==> src/rtl/can_rx_pkg.sv <==
package can_rx_pkg;
  typedef enum logic [2:0] {
    S_WAIT, S_HDR, S_DATA, S_CRC, S_CRCDEL, S_ACK, S_ACKDEL, S_EOF
  } rx_state_t;

  localparam int          CRC_W    = 15;
  localparam logic [14:0] CRC_POLY = 15'h4599;
endpackage

==> src/rtl/can_rx_destuff.sv <==
module can_rx_destuff #(
  parameter int STUFF_RUN = 5
) (
  input  logic clk,
  input  logic rst_n,
  input  logic stb,
  input  logic rx,
  input  logic start,
  input  logic en,
  output logic due,
  output logic pass,
  output logic err
);
  localparam int RW = $clog2(STUFF_RUN + 1);

  logic          last_q;
  logic [RW-1:0] run_q;

  assign due  = (run_q == RW'(STUFF_RUN));
  assign pass = stb && en && !due;
  assign err  = stb && en && due && (rx == last_q);

  always_ff @(posedge clk or negedge rst_n) begin
    if (!rst_n) begin
      last_q <= 1'b1;
      run_q  <= '0;
    end else if (start) begin
      last_q <= rx;
      run_q  <= RW'(1);
    end else if (stb && en) begin
      if (rx != last_q) begin
        last_q <= rx;
        run_q  <= RW'(1);
      end else if (!due) begin
        run_q <= run_q + RW'(1);
      end
    end
  end

  assert_run_bounded_R4: assert property (@(posedge clk) disable iff (!rst_n)
    run_q <= RW'(STUFF_RUN));
  assert_stuff_restart_R4: assert property (@(posedge clk) disable iff (!rst_n)
    (stb && en && due && !err) |=> (run_q == RW'(1)));
endmodule

==> src/rtl/can_rx_crc15.sv <==
module can_rx_crc15
  import can_rx_pkg::*;
(
  input  logic             clk,
  input  logic             rst_n,
  input  logic             clear,
  input  logic             shift,
  input  logic             din,
  output logic [CRC_W-1:0] crc
);
  logic fb;
  assign fb = din ^ crc[CRC_W-1];

  always_ff @(posedge clk or negedge rst_n) begin
    if (!rst_n)      crc <= '0;
    else if (clear)  crc <= '0;
    else if (shift)  crc <= {crc[CRC_W-2:0], 1'b0} ^ (fb ? CRC_POLY : '0);
  end
endmodule

==> src/rtl/can_rx_idle.sv <==
module can_rx_idle #(
  parameter int IDLE_RUN = 20
) (
  input  logic clk,
  input  logic rst_n,
  input  logic stb,
  input  logic rx,
  output logic idle
);
  localparam int IW = $clog2(IDLE_RUN + 1);
  logic [IW-1:0] cnt_q;

  always_ff @(posedge clk or negedge rst_n) begin
    if (!rst_n) cnt_q <= '0;
    else if (stb) begin
      if (!rx)                          cnt_q <= '0;
      else if (cnt_q != IW'(IDLE_RUN))  cnt_q <= cnt_q + IW'(1);
    end
  end

  assign idle = (cnt_q == IW'(IDLE_RUN));

  assert_idle_drop_R11: assert property (@(posedge clk) disable iff (!rst_n)
    $fell(idle) |-> $past(stb && !rx));
  assert_idle_rise_R11: assert property (@(posedge clk) disable iff (!rst_n)
    $rose(idle) |-> $past(stb && rx));
endmodule

==> src/rtl/can_rx.sv <==
module can_rx
  import can_rx_pkg::*;
#(
  parameter int ID_W      = 11,
  parameter int MAX_BYTES = 8,
  parameter int STUFF_RUN = 5,
  parameter int EOF_BITS  = 7,
  parameter int IDLE_RUN  = 20
) (
  input  logic                   clk,
  input  logic                   rst_n,
  input  logic                   bit_stb,
  input  logic                   rx_bit,
  output logic                   ack_drive,
  output logic                   bus_idle,
  output logic                   frm_valid,
  input  logic                   frm_ready,
  output logic [ID_W-1:0]        frm_id,
  output logic                   frm_rtr,
  output logic                   frm_ide,
  output logic                   frm_r0,
  output logic [3:0]             frm_dlc,
  output logic [MAX_BYTES*8-1:0] frm_data,
  output logic                   err_stuff,
  output logic                   err_crc,
  output logic                   err_form
);
  localparam int HDR_BITS = ID_W + 7;
  localparam int DATA_W   = MAX_BYTES * 8;
  localparam int CNT_W    = $clog2(DATA_W + 1);
  localparam int IDX_W    = $clog2(DATA_W);

  rx_state_t         st_q;
  logic [CNT_W-1:0]  cnt_q, data_bits_q;
  logic [HDR_BITS-1:0] hdr_q, hdr_nx;
  logic [DATA_W-1:0] data_q;
  logic [CRC_W-1:0]  rxcrc_q, crc_calc;
  logic [3:0]        nb_c;
  logic [IDX_W-1:0]  didx;
  logic start, in_stuff, due, dbit, pbit, stuff_err, frame_done;

  assign start    = (st_q == S_WAIT) && bit_stb && !rx_bit;
  assign in_stuff = (st_q == S_HDR) || (st_q == S_DATA) || (st_q == S_CRC) ||
                    ((st_q == S_CRCDEL) && due);
  assign pbit     = bit_stb && !in_stuff;
  assign hdr_nx   = {hdr_q[HDR_BITS-2:0], rx_bit};
  assign didx     = IDX_W'(cnt_q) ^ IDX_W'(7);

  always_comb begin
    if (hdr_nx[6])                         nb_c = 4'd0;
    else if (hdr_nx[3:0] > 4'(MAX_BYTES))  nb_c = 4'(MAX_BYTES);
    else                                   nb_c = hdr_nx[3:0];
  end

  can_rx_destuff #(.STUFF_RUN(STUFF_RUN)) u_destuff (
    .clk(clk), .rst_n(rst_n), .stb(bit_stb), .rx(rx_bit), .start(start),
    .en(in_stuff), .due(due), .pass(dbit), .err(stuff_err)
  );

  can_rx_crc15 u_crc (
    .clk(clk), .rst_n(rst_n), .clear(start),
    .shift(dbit && ((st_q == S_HDR) || (st_q == S_DATA))),
    .din(rx_bit), .crc(crc_calc)
  );

  can_rx_idle #(.IDLE_RUN(IDLE_RUN)) u_idle (
    .clk(clk), .rst_n(rst_n), .stb(bit_stb), .rx(rx_bit), .idle(bus_idle)
  );

  assign ack_drive = (st_q == S_ACK);

  always_ff @(posedge clk or negedge rst_n) begin
    if (!rst_n) begin
      st_q <= S_WAIT; cnt_q <= '0; data_bits_q <= '0;
      hdr_q <= '0; data_q <= '0; rxcrc_q <= '0;
      err_stuff <= 1'b0; err_crc <= 1'b0; err_form <= 1'b0; frame_done <= 1'b0;
    end else begin
      err_stuff <= 1'b0; err_crc <= 1'b0; err_form <= 1'b0; frame_done <= 1'b0;
      if (stuff_err) begin
        err_stuff <= 1'b1;
        st_q      <= S_WAIT;
      end else begin
        case (st_q)
          S_WAIT: if (start) begin
            st_q <= S_HDR; cnt_q <= '0; hdr_q <= '0; data_q <= '0;
          end
          S_HDR: if (dbit) begin
            hdr_q <= hdr_nx;
            if (cnt_q == CNT_W'(HDR_BITS - 1)) begin
              cnt_q       <= '0;
              data_bits_q <= CNT_W'({nb_c, 3'b000});
              st_q        <= (nb_c == 4'd0) ? S_CRC : S_DATA;
            end else cnt_q <= cnt_q + CNT_W'(1);
          end
          S_DATA: if (dbit) begin
            data_q[didx] <= rx_bit;
            if (cnt_q == data_bits_q - CNT_W'(1)) begin
              cnt_q <= '0; st_q <= S_CRC;
            end else cnt_q <= cnt_q + CNT_W'(1);
          end
          S_CRC: if (dbit) begin
            rxcrc_q <= {rxcrc_q[CRC_W-2:0], rx_bit};
            if (cnt_q == CNT_W'(CRC_W - 1)) begin
              cnt_q <= '0; st_q <= S_CRCDEL;
            end else cnt_q <= cnt_q + CNT_W'(1);
          end
          S_CRCDEL: if (pbit) begin
            if (!rx_bit)                     begin err_form <= 1'b1; st_q <= S_WAIT; end
            else if (rxcrc_q != crc_calc)    begin err_crc  <= 1'b1; st_q <= S_WAIT; end
            else                             st_q <= S_ACK;
          end
          S_ACK: if (pbit) st_q <= S_ACKDEL;
          S_ACKDEL: if (pbit) begin
            if (!rx_bit) begin err_form <= 1'b1; st_q <= S_WAIT; end
            else begin cnt_q <= '0; st_q <= S_EOF; end
          end
          S_EOF: if (pbit) begin
            if (!rx_bit) begin err_form <= 1'b1; st_q <= S_WAIT; end
            else if (cnt_q == CNT_W'(EOF_BITS - 1)) begin
              frame_done <= 1'b1; st_q <= S_WAIT;
            end else cnt_q <= cnt_q + CNT_W'(1);
          end
          default: st_q <= S_WAIT;
        endcase
      end
    end
  end

  // Output holding register: a finished frame loads it, a handshake empties it.
  always_ff @(posedge clk or negedge rst_n) begin
    if (!rst_n) begin
      frm_valid <= 1'b0; frm_id <= '0; frm_rtr <= 1'b0; frm_ide <= 1'b0;
      frm_r0 <= 1'b0; frm_dlc <= '0; frm_data <= '0;
    end else if (frame_done) begin
      frm_valid <= 1'b1;
      frm_id    <= hdr_q[HDR_BITS-1:7];
      frm_rtr   <= hdr_q[6];
      frm_ide   <= hdr_q[5];
      frm_r0    <= hdr_q[4];
      frm_dlc   <= hdr_q[3:0];
      frm_data  <= data_q;
    end else if (frm_ready) begin
      frm_valid <= 1'b0;
    end
  end

  assert_ack_hold_R7: assert property (@(posedge clk) disable iff (!rst_n)
    (ack_drive && !bit_stb) |=> ack_drive);
  assert_ack_release_R7: assert property (@(posedge clk) disable iff (!rst_n)
    (ack_drive && bit_stb) |=> !ack_drive);
  assert_ack_after_strobe_R7: assert property (@(posedge clk) disable iff (!rst_n)
    $rose(ack_drive) |-> $past(bit_stb && rx_bit));
  assert_no_ack_on_crc_err_R6: assert property (@(posedge clk) disable iff (!rst_n)
    err_crc |-> !ack_drive);
  assert_valid_hold_R10: assert property (@(posedge clk) disable iff (!rst_n)
    (frm_valid && !frm_ready) |=> frm_valid);
  assert_valid_after_strobe_R9: assert property (@(posedge clk) disable iff (!rst_n)
    $rose(frm_valid) |-> $past(bit_stb && rx_bit, 2));
  assert_one_error_R12: assert property (@(posedge clk) disable iff (!rst_n)
    $countones({err_stuff, err_crc, err_form}) <= 1);
  assert_form_pulse_R8: assert property (@(posedge clk) disable iff (!rst_n)
    err_form |=> !err_form);
endmodule

==> config.mk <==
export PLATFORM = sky130hd
export DESIGN_NAME = can_rx
export DESIGN_NICKNAME = d
export VERILOG_FILES = /design/src/rtl/can_rx_pkg.sv /design/src/rtl/can_rx_destuff.sv /design/src/rtl/can_rx_crc15.sv /design/src/rtl/can_rx_idle.sv /design/src/rtl/can_rx.sv
export SDC_FILE = /design/constraint.sdc
export NUM_CORES = 1
export LEC_CHECK = 0
export ABC_CLOCK_PERIOD_IN_PS = 4300
export BUFFER_PORTS_ARGS = -buffer_cell sky130_fd_sc_hd__clkbuf_2
export CORE_UTILIZATION = 49
export DETAILED_ROUTE_END_ITERATION = 6
export PLACE_DENSITY = 0.72
export SLEW_MARGIN = 20
export SYNTH_ARGS = -nofsm -noshare
export SYNTH_HDL_FRONTEND = slang
export SYNTH_SLANG_ARGS = --single-unit
==> constraint.sdc <==
create_clock -name clk -period 4.3 [get_ports clk]
set_clock_uncertainty 0.05 [all_clocks]
set_input_delay 0.215 -clock clk [delete_from_list [all_inputs] [get_ports clk]]
set_output_delay 0.215 -clock clk [all_outputs]
set_load 0.05 [all_outputs]
After elaboration in Yosys (flattened, before gate mapping)
Cells that the tools add are included. W data, S select, Z words.

Add/subtract/negate cells: 4. Magnitude comparators: 3. Equality and inequality tests: 40. Multiplexer cells: 72. Bitwise logic cells: 4. Reduce and logical (&&, ||, !) cells: 35.

Operators by type and width (number): $mux W64 (2); $pmux W64 S2 (1); $mux W7 (12); $bwmux W64 (1); $mux W3 (21); $mux W15 (3); $pmux W7 S6 (1); $mux W18 (2); $pmux W18 S2 (1); $pmux W3 S8 (1); $mux W1 (22); $ne A3 B3 Y1 const B (7); $ne A2 B2 Y1 const B (9); $eq A3 B3 Y1 const B (5); $ne A15 B15 Y1 (1); $xor A15 B15 Y15 (1); $ne A3 B2 Y1 const B (4); $reduce_and A12 Y1 (1); $reduce_and A4 Y1 (3); $reduce_bool A2 Y1 (6); $reduce_and A11 Y1 (1); $logic_and A1 B1 Y1 (10); $mux W5 (2); $mux W4 (2); other kinds (32) (39).

Flip-flop bits (word level): 222. Input bits: 5. Output and inout port bits: 88. Word-level logic and storage cells: 179.

Logic depth before layout (Yosys ltp)
Gate-level depths: netlist (run 1).

Depth in word-level cells: 9. Mapped depth: 10. Depth with buffers taken out: 7.

Hierarchy
From an unflattened synthesis (run 1), not the netlist that was laid out.

Cells, all modules: 910. Area total of the unflattened synthesis: 9924.5 µm².

By module, submodules not included: can_rx (times used 1, cells an instance 786, area an instance 8644.5 µm²); can_rx_crc15 (times used 1, cells an instance 70, area an instance 725.7 µm²); can_rx_idle (times used 1, cells an instance 29, area an instance 287.8 µm²); can_rx_destuff (times used 1, cells an instance 25, area an instance 266.5 µm²).

Least setup slack after synthesis (run 1)
Ideal clock, no wire load.

Path kind: register -> register. From: register cnt_q[0]. To: register cnt_q[6]. Library setup time: 80 ps. Arrival time: 2494 ps. Data required time: 4170 ps. Setup slack: 1675 ps. Stages on the path, launching flop included: 11. Buffers on the path: 3. Clock period less this slack: 2625 ps. Path through: dfrtp_1 > clkbuf_1 > inv_1 > clkbuf_1 > ha_1 > and3b_4 > a311o_1 > and2_4 > buf_6 > or4_1 > o211ai_2.

Cells in the longest elaborated chain, start to end: 5. Elaborated cells between the ends (all ways): 17.

Ends and longest elaborated chain: start, declared (line can_rx.sv:34) `logic [CNT_W-1:0] cnt_q, data_bits_q;`; start signal, assigned (line can_rx.sv:93) `end else cnt_q <= cnt_q + CNT_W'(1);`; start signal, assigned (line can_rx.sv:99) `end else cnt_q <= cnt_q + CNT_W'(1);`; start signal, assigned (line can_rx.sv:105) `end else cnt_q <= cnt_q + CNT_W'(1);`; $add A7 B1 Y7; $mux W7 (line can_rx.sv:119) `else if (cnt_q == CNT_W'(EOF_BITS - 1)) begin`; $mux W7 (line can_rx.sv:118) `if (!rx_bit) begin err_form <= 1'b1; st_q <= S_WAIT; end`; $mux W7 (line can_rx.sv:117) `S_EOF: if (pbit) begin`; $pmux W7 S6 (line can_rx.sv:83) `case (st_q)`.

Several ways; a longest one is shown, not always the timed one. The select of a mux whose other input is x is not followed. A chain may end at the register's enable or synchronous reset.

Worst setup path in the final report (run 1)
From: register st_q[1]. To: register data_q[36].

Cells in the longest elaborated chain, start to end: 9. Elaborated cells between the ends (all ways): 21.

Ends and longest elaborated chain: start, declared (line can_rx.sv:33) `rx_state_t st_q;`; start signal, assigned (line can_rx.sv:92) `st_q <= (nb_c == 4'd0) ? S_CRC : S_DATA;`; branches (longest 9 deep; another with $reduce_and A4 Y1); end signal, assigned by index (line can_rx.sv:96) `data_q[didx] <= rx_bit;`; end, declared (line can_rx.sv:36) `logic [DATA_W-1:0] data_q;`.

Parallel ways; which one is timed is not known.

==> impl_metrics.py, run 1 <==
metrics = {
    "run_status": {
        "status": "finished clean",
    },
    "worst_setup_path": {
        "worstSetupStartpointType": "flip-flop",
        "end_kind": "flip-flop",
        "critPathTopFamily": "simple AND/OR/NAND/NOR gates",
        "max_stage_delay_ps": 990,
        "cp.required_ps": 4670,
        "slowest_stage": "nor3_1",
        "path_cells": "inv_1 > nor3_1 > nand4_1 > o21ai_0",
        "arrival_ps": 3220,
        "path_class": "flip-flop to flip-flop",
        "r2r_setup_slack_ps": 1450,
        "critPathMaxFanout": 16,
        "critPathBufInv": 1,
    },
    "floorplan": {
        "die_x_um": 143,
        "core_sq_um": 19500,
        "die_area_sq_um": 20400,
        "io_pins": 93,
        "die_h_um": 143,
        "initial_core_util_pct": 50.0,
        "fp-row-count": 51,
    },
    "clocking": {
        "clk_path_buf_depth": 3,
        "cts_resized": 0,
        "ctsHtreeMaxLevel": 1,
        "clock_latency_ps": 520,
        "cts_root_buf": "clkbuf_16",
        "path_clk_slew_ps": 60,
        "post-cts-setup-buffer-count": 0,
        "cts.sinks": 222,
        "tritoncts": "done",
        "numCtsBuffers": 24,
    },
    "worst_hold_path": {
        "hold_path.class": "primary input to flip-flop",
    },
    "place": {
        "place_inst": 1208,
        "globalplace.congestion": 0.883,
        "io_buffers": 92,
        "dp_hpwl_um": 14100,
    },
    "timing": {
        "finalHoldViolCount": 0,
        "tightest_slew_ps": 1240,
        "holdWs_ps": 80.1,
        "maxSlewViolCount": 0,
        "min_period_over_period_pct": 66.2,
        "setup_tns_ps": 0,
        "fmax_mhz": 351,
        "setup_violations": 0,
        "fin_crit_ps": 2850,
        "rsz0062_at_grt": "no",
        "slew_headroom_pct": 16.4,
    },
    "synthesis": {
        "syn_area_sq_um": 9740,
        "synth_top_cells_by_area": "dfrtp_1 57%, mux2_2 11%, o21ai_0 7.6%, a21oi_1 3.5%, nand2_1 3.1%",
        "avgSynthCellArea_sq_um": 10.9,
        "async_flop_share_pct": 100,
        "ys_seq_area_share_pct": 57.1,
        "syn_nets": 905,
        "synth-warning-count": 0,
        "synth_top_area_share_pct": 56.8,
        "synth_top_area_cell": "dfrtp_1",
        "netlist_instances": 892,
        "ys_ff_latch": 222,
        "synth_flop_cell": "dfrtp_1",
        "yosys.cell_types.count": 56,
        "synth-edff-count": 0,
    },
    "power": {
        "power_density_nw_per_um2": 558,
        "irDropWorstVdd_v": 0.000363,
        "total_power_uw": 6290,
        "power.leakage_uw": 0.00552,
    },
    "global_routing": {
        "grt_pass1_vias": 6827,
        "grtUsageTotal_pct": 21.9,
        "grt_antenna_before_repair": 0,
        "grt_max_degree": 132,
        "grt.overflow.total": 0,
        "grt_pass1_wl_um": 35600,
    },
    "cells_and_area": {
        "regArea_sq_um": 5560,
        "n_fill_cell": 1643,
        "drive_gt1_share_pct": 25.9,
        "multi_input_area_sq_um": 3910,
        "area_growth_syn_to_layout_pct": 15.6,
        "fin_nets": 985,
        "fin_cells": 1254,
        "antenna_cells": 0,
        "final_core_util_pct": 57.9,
    },
    "route": {
        "first_iter_violations": 478,
        "detail_route.wl_per_cell_um": 17.6,
        "avgViaCountPerCell": 5.76,
        "wl_um": 22100,
        "drtAntennaViolNets": 0,
        "met2_length_um": 10400,
        "top_layer": "met4",
        "vias": 7227,
        "dr_wl_met3_um": 1250,
        "drcViolationCount": 0,
        "dr.pass1.iters": 5,
        "drt-met1-wl_um": 9730,
    },
    "run": {
        "maxCapViolCount": 0,
    },
}
[layout by cell type (no fill, tap or decap), drive strengths merged, types with 6 or more instances in the layout]
| master | n |
|---|---|
| a21oi | 68 |
| and3 | 6 |
| buf | 15 |
| clkbuf | 125 |
| clkinv | 6 |
| dfrtp | 221 |
| ha | 8 |
| inv | 17 |
| mux2 | 97 |
| nand2 | 81 |
| nand3 | 51 |
| nand4 | 14 |
| nor2 | 18 |
| nor3 | 14 |
| o211ai | 6 |
| o21ai | 147 |
| xnor2 | 22 |
| xor2 | 9 |
[area by class of cell]
cell class,instances,share of cell area [%]
clock buffers,34,6.11
clock inverters,9,0.767
inverters,17,0.567
repair buffers,108,5.47
multi-input cells,599,34.8
well taps,265,2.94
flip-flops and latches,222,49.4
[path summary, 6_finish.rpt]
kind | to | startpoint | depth (start not counted)
max in group asynchronous | frm_data[27] | rst_n | 3
hold / removal | u_idle.cnt_q[4] | bit_stb | 2
setup reg to reg | data_q[36] | st_q[1] | 4
min in group asynchronous | frm_data[14] | rst_n | 2
setup / recovery | data_q[36] | st_q[1] | 4
hold reg to reg | frm_valid | frm_valid | 1
[where the power goes]
part	internal [uW]	switching [uW]
clock	1180	829
sequential	2310	322
combinational	562	1090
total	4050	2240
[stage by stage]
stage	setup WS [ps]	area (sq um)
detailed placement	1550	10400
global route	1280	11300
finish	1450	11300
floorplan	1680	9740
CTS	1540	11200
global placement	1680	10400
[routing by layer]
metal / global-route usage [%] / vias up
met4: 7.81 / 0
met3: 3.45 / 48
met1: 30.7 / 3555
li1: - / 3347
met5: 0 / -
met2: 34.5 / 277
[Yosys cell counts (all sizes together), types with 2 or more instances]
cell / number
nor3: 14
o21ai: 147
a21o: 3
nor2b: 4
nor4: 4
o311ai: 3
a21oi: 68
mux2i: 2
clkbuf: 43
or2: 2
mux2: 97
dfrtp: 221
nor2: 18
xor2: 9
o211ai: 6
xnor2: 22
nand2: 81
nand3: 51
o22ai: 2
nor3b: 4
o31ai: 3
o221ai: 3
and2: 4
inv: 17
and3: 6
o2111ai: 4
nand4: 14
ha: 8
buf: 11
[state kept, by name, summed over array words and instances (netlist names)]
name              count
cnt_q                 7
err_stuff             1
frm_id               11
frm_ide               1
data_bits_q           4
rxcrc_q              15
st_q                  3
u_destuff.last_q      1
frm_data             64
frm_rtr               1
u_crc.crc            15
u_destuff.run_q       3
data_q               64
frame_done            1
err_form              1
frm_dlc               4
frm_valid             1
hdr_q                18
err_crc               1
u_idle.cnt_q          5
frm_r0                1
[cell families after synthesis]
logic type / after synthesis / synth area share (%)
compound gates: 251 / 14.1
flops: 222 / 57.1
simple gates: 209 / 10.4
mux: 99 / 11.4
buf+inv: 71 / 2.92
xor+xnor: 32 / 3.03
fa+ha+maj: 8 / 1.03
[repair_timing]
item / in CTS / in global routing
endpoints found under the hold margin: 128 / 0
endpoints found under the setup margin: 0 / 0
hold buffers: 2 / 0
Power figures use the tool's default switching activity.
==> run 2, diff against run 1 <==
--- a/config.mk
+++ b/config.mk
@@ -5,7 +5,8 @@
 export SDC_FILE = /design/constraint.sdc
 export NUM_CORES = 1
 export LEC_CHECK = 0
-export ABC_CLOCK_PERIOD_IN_PS = 4300
+export ABC_AREA = 1
+export ABC_CLOCK_PERIOD_IN_PS = 2800
 export BUFFER_PORTS_ARGS = -buffer_cell sky130_fd_sc_hd__clkbuf_2
 export CORE_UTILIZATION = 49
 export DETAILED_ROUTE_END_ITERATION = 6
==> constraint.sdc (replaced) <==
create_clock -name clk -period 2.8 [get_ports clk]
set_clock_uncertainty 0.05 [all_clocks]
set_input_delay 0.14 -clock clk [delete_from_list [all_inputs] [get_ports clk]]
set_output_delay 0.14 -clock clk [all_outputs]
set_load 0.05 [all_outputs]
==> impl_metrics.py, run 2 <==
metrics = {
    "synthesis": {
        "synth_top_area_cell": "dfrtp_1",
        "yosysMostFrequentCell": "nand2_1",
        "synth_common_cells": "526 x nand2_1, 221 x dfrtp_1, 152 x inv_1",
        "syn_nets": 1332,
        "synth-warning-count": 0,
        "syn_area_sq_um": 10300,
        "synth_top_cells_by_area": "dfrtp_1 54%, nand2_1 19%, o21ai_0 5.9%, inv_1 5.6%, nor2_1 4.4%",
        "synth-edff-count": 0,
        "avgSynthCellArea_sq_um": 7.78,
        "ys_ff_latch": 222,
        "yosys.cell_types.count": 34,
        "synth_flop_cell": "dfrtp_1",
        "synth_top_area_share_pct": 53.9,
        "async_flop_share_pct": 100,
        "netlist_instances": 1319,
        "ys_seq_area_share_pct": 54.1,
    },
    "timing": {
        "min_period_over_period_pct": 86.7,
        "maxSlewViolCount": 0,
        "tightest_slew_ps": 847,
        "fin_crit_ps": 2430,
        "fmax_mhz": 412,
        "slew_headroom_pct": 43.5,
        "setup_violations": 0,
        "finalHoldViolCount": 0,
        "rsz0062_at_grt": "no",
        "setup_tns_ps": 0,
    },
    "cells_and_area": {
        "reg_top3": "data_q: 64 flops, frm_data: 64 flops, hdr_q: 18 flops",
        "antenna_cells": 0,
        "area_growth_syn_to_layout_pct": 15.6,
        "final_common_cell": "nand2_1",
        "final_core_util_pct": 58.3,
        "drive_gt1_share_pct": 12.0,
        "stdcell_area_sq_um": 11900,
        "fin_nets": 1425,
        "layout_common_cells": "526 x nand2_1, 220 x dfrtp_1, 150 x inv_1",
    },
    "clocking": {
        "tritoncts": "done",
        "post-cts-setup-buffer-count": 0,
        "cts_resized": 0,
        "hold_buffers": 3,
        "cts_root_buf": "clkbuf_16",
        "clk_path_buf_depth": 3,
        "ctsHtreeMaxLevel": 1,
        "clock_latency_ps": 520,
        "numCtsBuffers": 24,
        "path_clk_slew_ps": 60,
        "cts.sinks": 222,
    },
    "global_routing": {
        "grt_antenna_before_repair": 0,
        "grtUsageTotal_pct": 21.9,
        "grt_pass1_vias": 8103,
        "grt_max_degree": 96,
        "grt_pass1_wl_um": 39100,
        "grt.overflow.total": 0,
    },
    "power": {
        "power_density_nw_per_um2": 819,
        "p_int_uw": 6310,
        "irDropWorstVdd_v": 0.000520,
        "seqPwrFrac_pct": 40.0,
        "p_sw_uw": 3410,
        "clock_power_share_pct": 32.8,
        "switching_share_pct": 35.1,
        "power.leakage_uw": 0.00692,
        "combPwrFrac_pct": 27.2,
    },
    "worst_setup_path": {
        "worstSetupStartpointType": "flip-flop",
        "ff2ff_path_depth": 10,
        "rr_endpoint": "data_q[2]",
        "cp.required_ps": 3200,
        "path_class": "flip-flop to flip-flop",
        "end_kind": "flip-flop",
        "r2r_setup_slack_ps": 370,
        "critPathMaxFanout": 63,
        "arrival_ps": 2830,
        "r2r_start": "u_destuff.run_q[0]",
    },
    "floorplan": {
        "die_h_um": 147,
        "initial_core_util_pct": 50.4,
        "io_pins": 93,
        "core_sq_um": 20400,
        "die_area_sq_um": 21500,
        "fp-row-count": 52,
        "die_x_um": 147,
    },
    "route": {
        "dr_wl_met3_um": 1100,
        "top_layer": "met4",
        "first_iter_violations": 491,
        "detail_route.wl_per_cell_um": 13.4,
        "avgViaCountPerCell": 4.94,
        "dr.pass1.iters": 5,
        "met2_length_um": 10700,
        "drt-met1-wl_um": 10500,
        "wl_um": 22700,
        "vias": 8389,
        "drtAntennaViolNets": 0,
        "drcViolationCount": 0,
    },
    "place": {
        "globalplace.congestion": 0.881,
        "placed_area_sq_um": 11000,
        "io_buffers": 92,
        "dp_hpwl_um": 15000,
    },
    "worst_hold_path": {
        "hold_path.class": "primary input to flip-flop",
        "min_path_cells": 3,
        "hold_start": "rx_bit",
        "holdPathEnd": "err_crc",
    },
    "run": {
        "maxCapViolCount": 0,
    },
    "run_status": {
        "status": "finished clean",
    },
}
==> run 2: worst max-delay path by stage <==
stage	from	to	slack, ps
finish	u_destuff.run_q[0]	data_q[2]	370
global route	u_destuff.run_q[0]	data_q[20]	100
CTS	u_destuff.run_q[0]	data_q[57]	370
detailed placement	u_destuff.run_q[0]	data_q[57]	410
global placement	u_destuff.run_q[0]	data_q[3]	500
floorplan	u_destuff.run_q[0]	data_q[10]	1000
==> run 2: layout make-up <==
class	count	area (sq um)
multi-input cells	890	3880
inverters	156	586
repair buffers	118	698
fillers	1896	8500
clock inverters	5	65.1
clock buffers	38	743
flip-flops and latches	222	5560
well taps	270	338
==> run 2: per-layer routing <==
metal  global-route usage [%]  up-vias
met1                     29.9     3935
met4                     5.99        0
li1                         -     4255
met5                        0        -
met3                     3.17       35
met2                     36.5      164
==> run 2: power groups by stage <==
stage / registers, uW / clock network [uW] / logic, uW
final: 3890 / 3180 / 2640
after detailed placement: 3930 / 0 / 2640
after global placement: 3920 / 0 / 2580
after floorplan: 3830 / 0 / 2000
after global routing: 3940 / 3360 / 3040
after CTS: 3890 / 3240 / 2660
==> run 2: critical path, stage by stage, from the launching register on <==
cell and delay, ps:
dfrtp_1 410, ha_1 210, nand2_1 110, inv_1 80, nand2_1 90, nand2_1 90, nand4_2 190, nand3_2 190
nor2_8 670, nand2_1 130, nand2_1 100
==> run 2: per-stage QoR <==
step,power (uW),setup slack (ps),hold slack [ps],cells
floorplan,5840,1000,-206,1319
global route,10300,104,93.8,1699
global placement,6500,501,176,1653
CTS,9780,368,45.1,1699
finish,9720,372,51.3,1699
detailed placement,6570,413,172,1653
==> run 2: cell families (layout without fill, tap and decap cells) <==
family / after synthesis / in the layout / share of synthesized area, %
buf+inv: 207 / 317 / 8.20
compound gates: 165 / 165 / 8.53
xor+xnor: 13 / 13 / 1.11
flops: 222 / 222 / 54.1
fa+ha+maj: 8 / 8 / 0.975
simple gates: 704 / 704 / 27.0
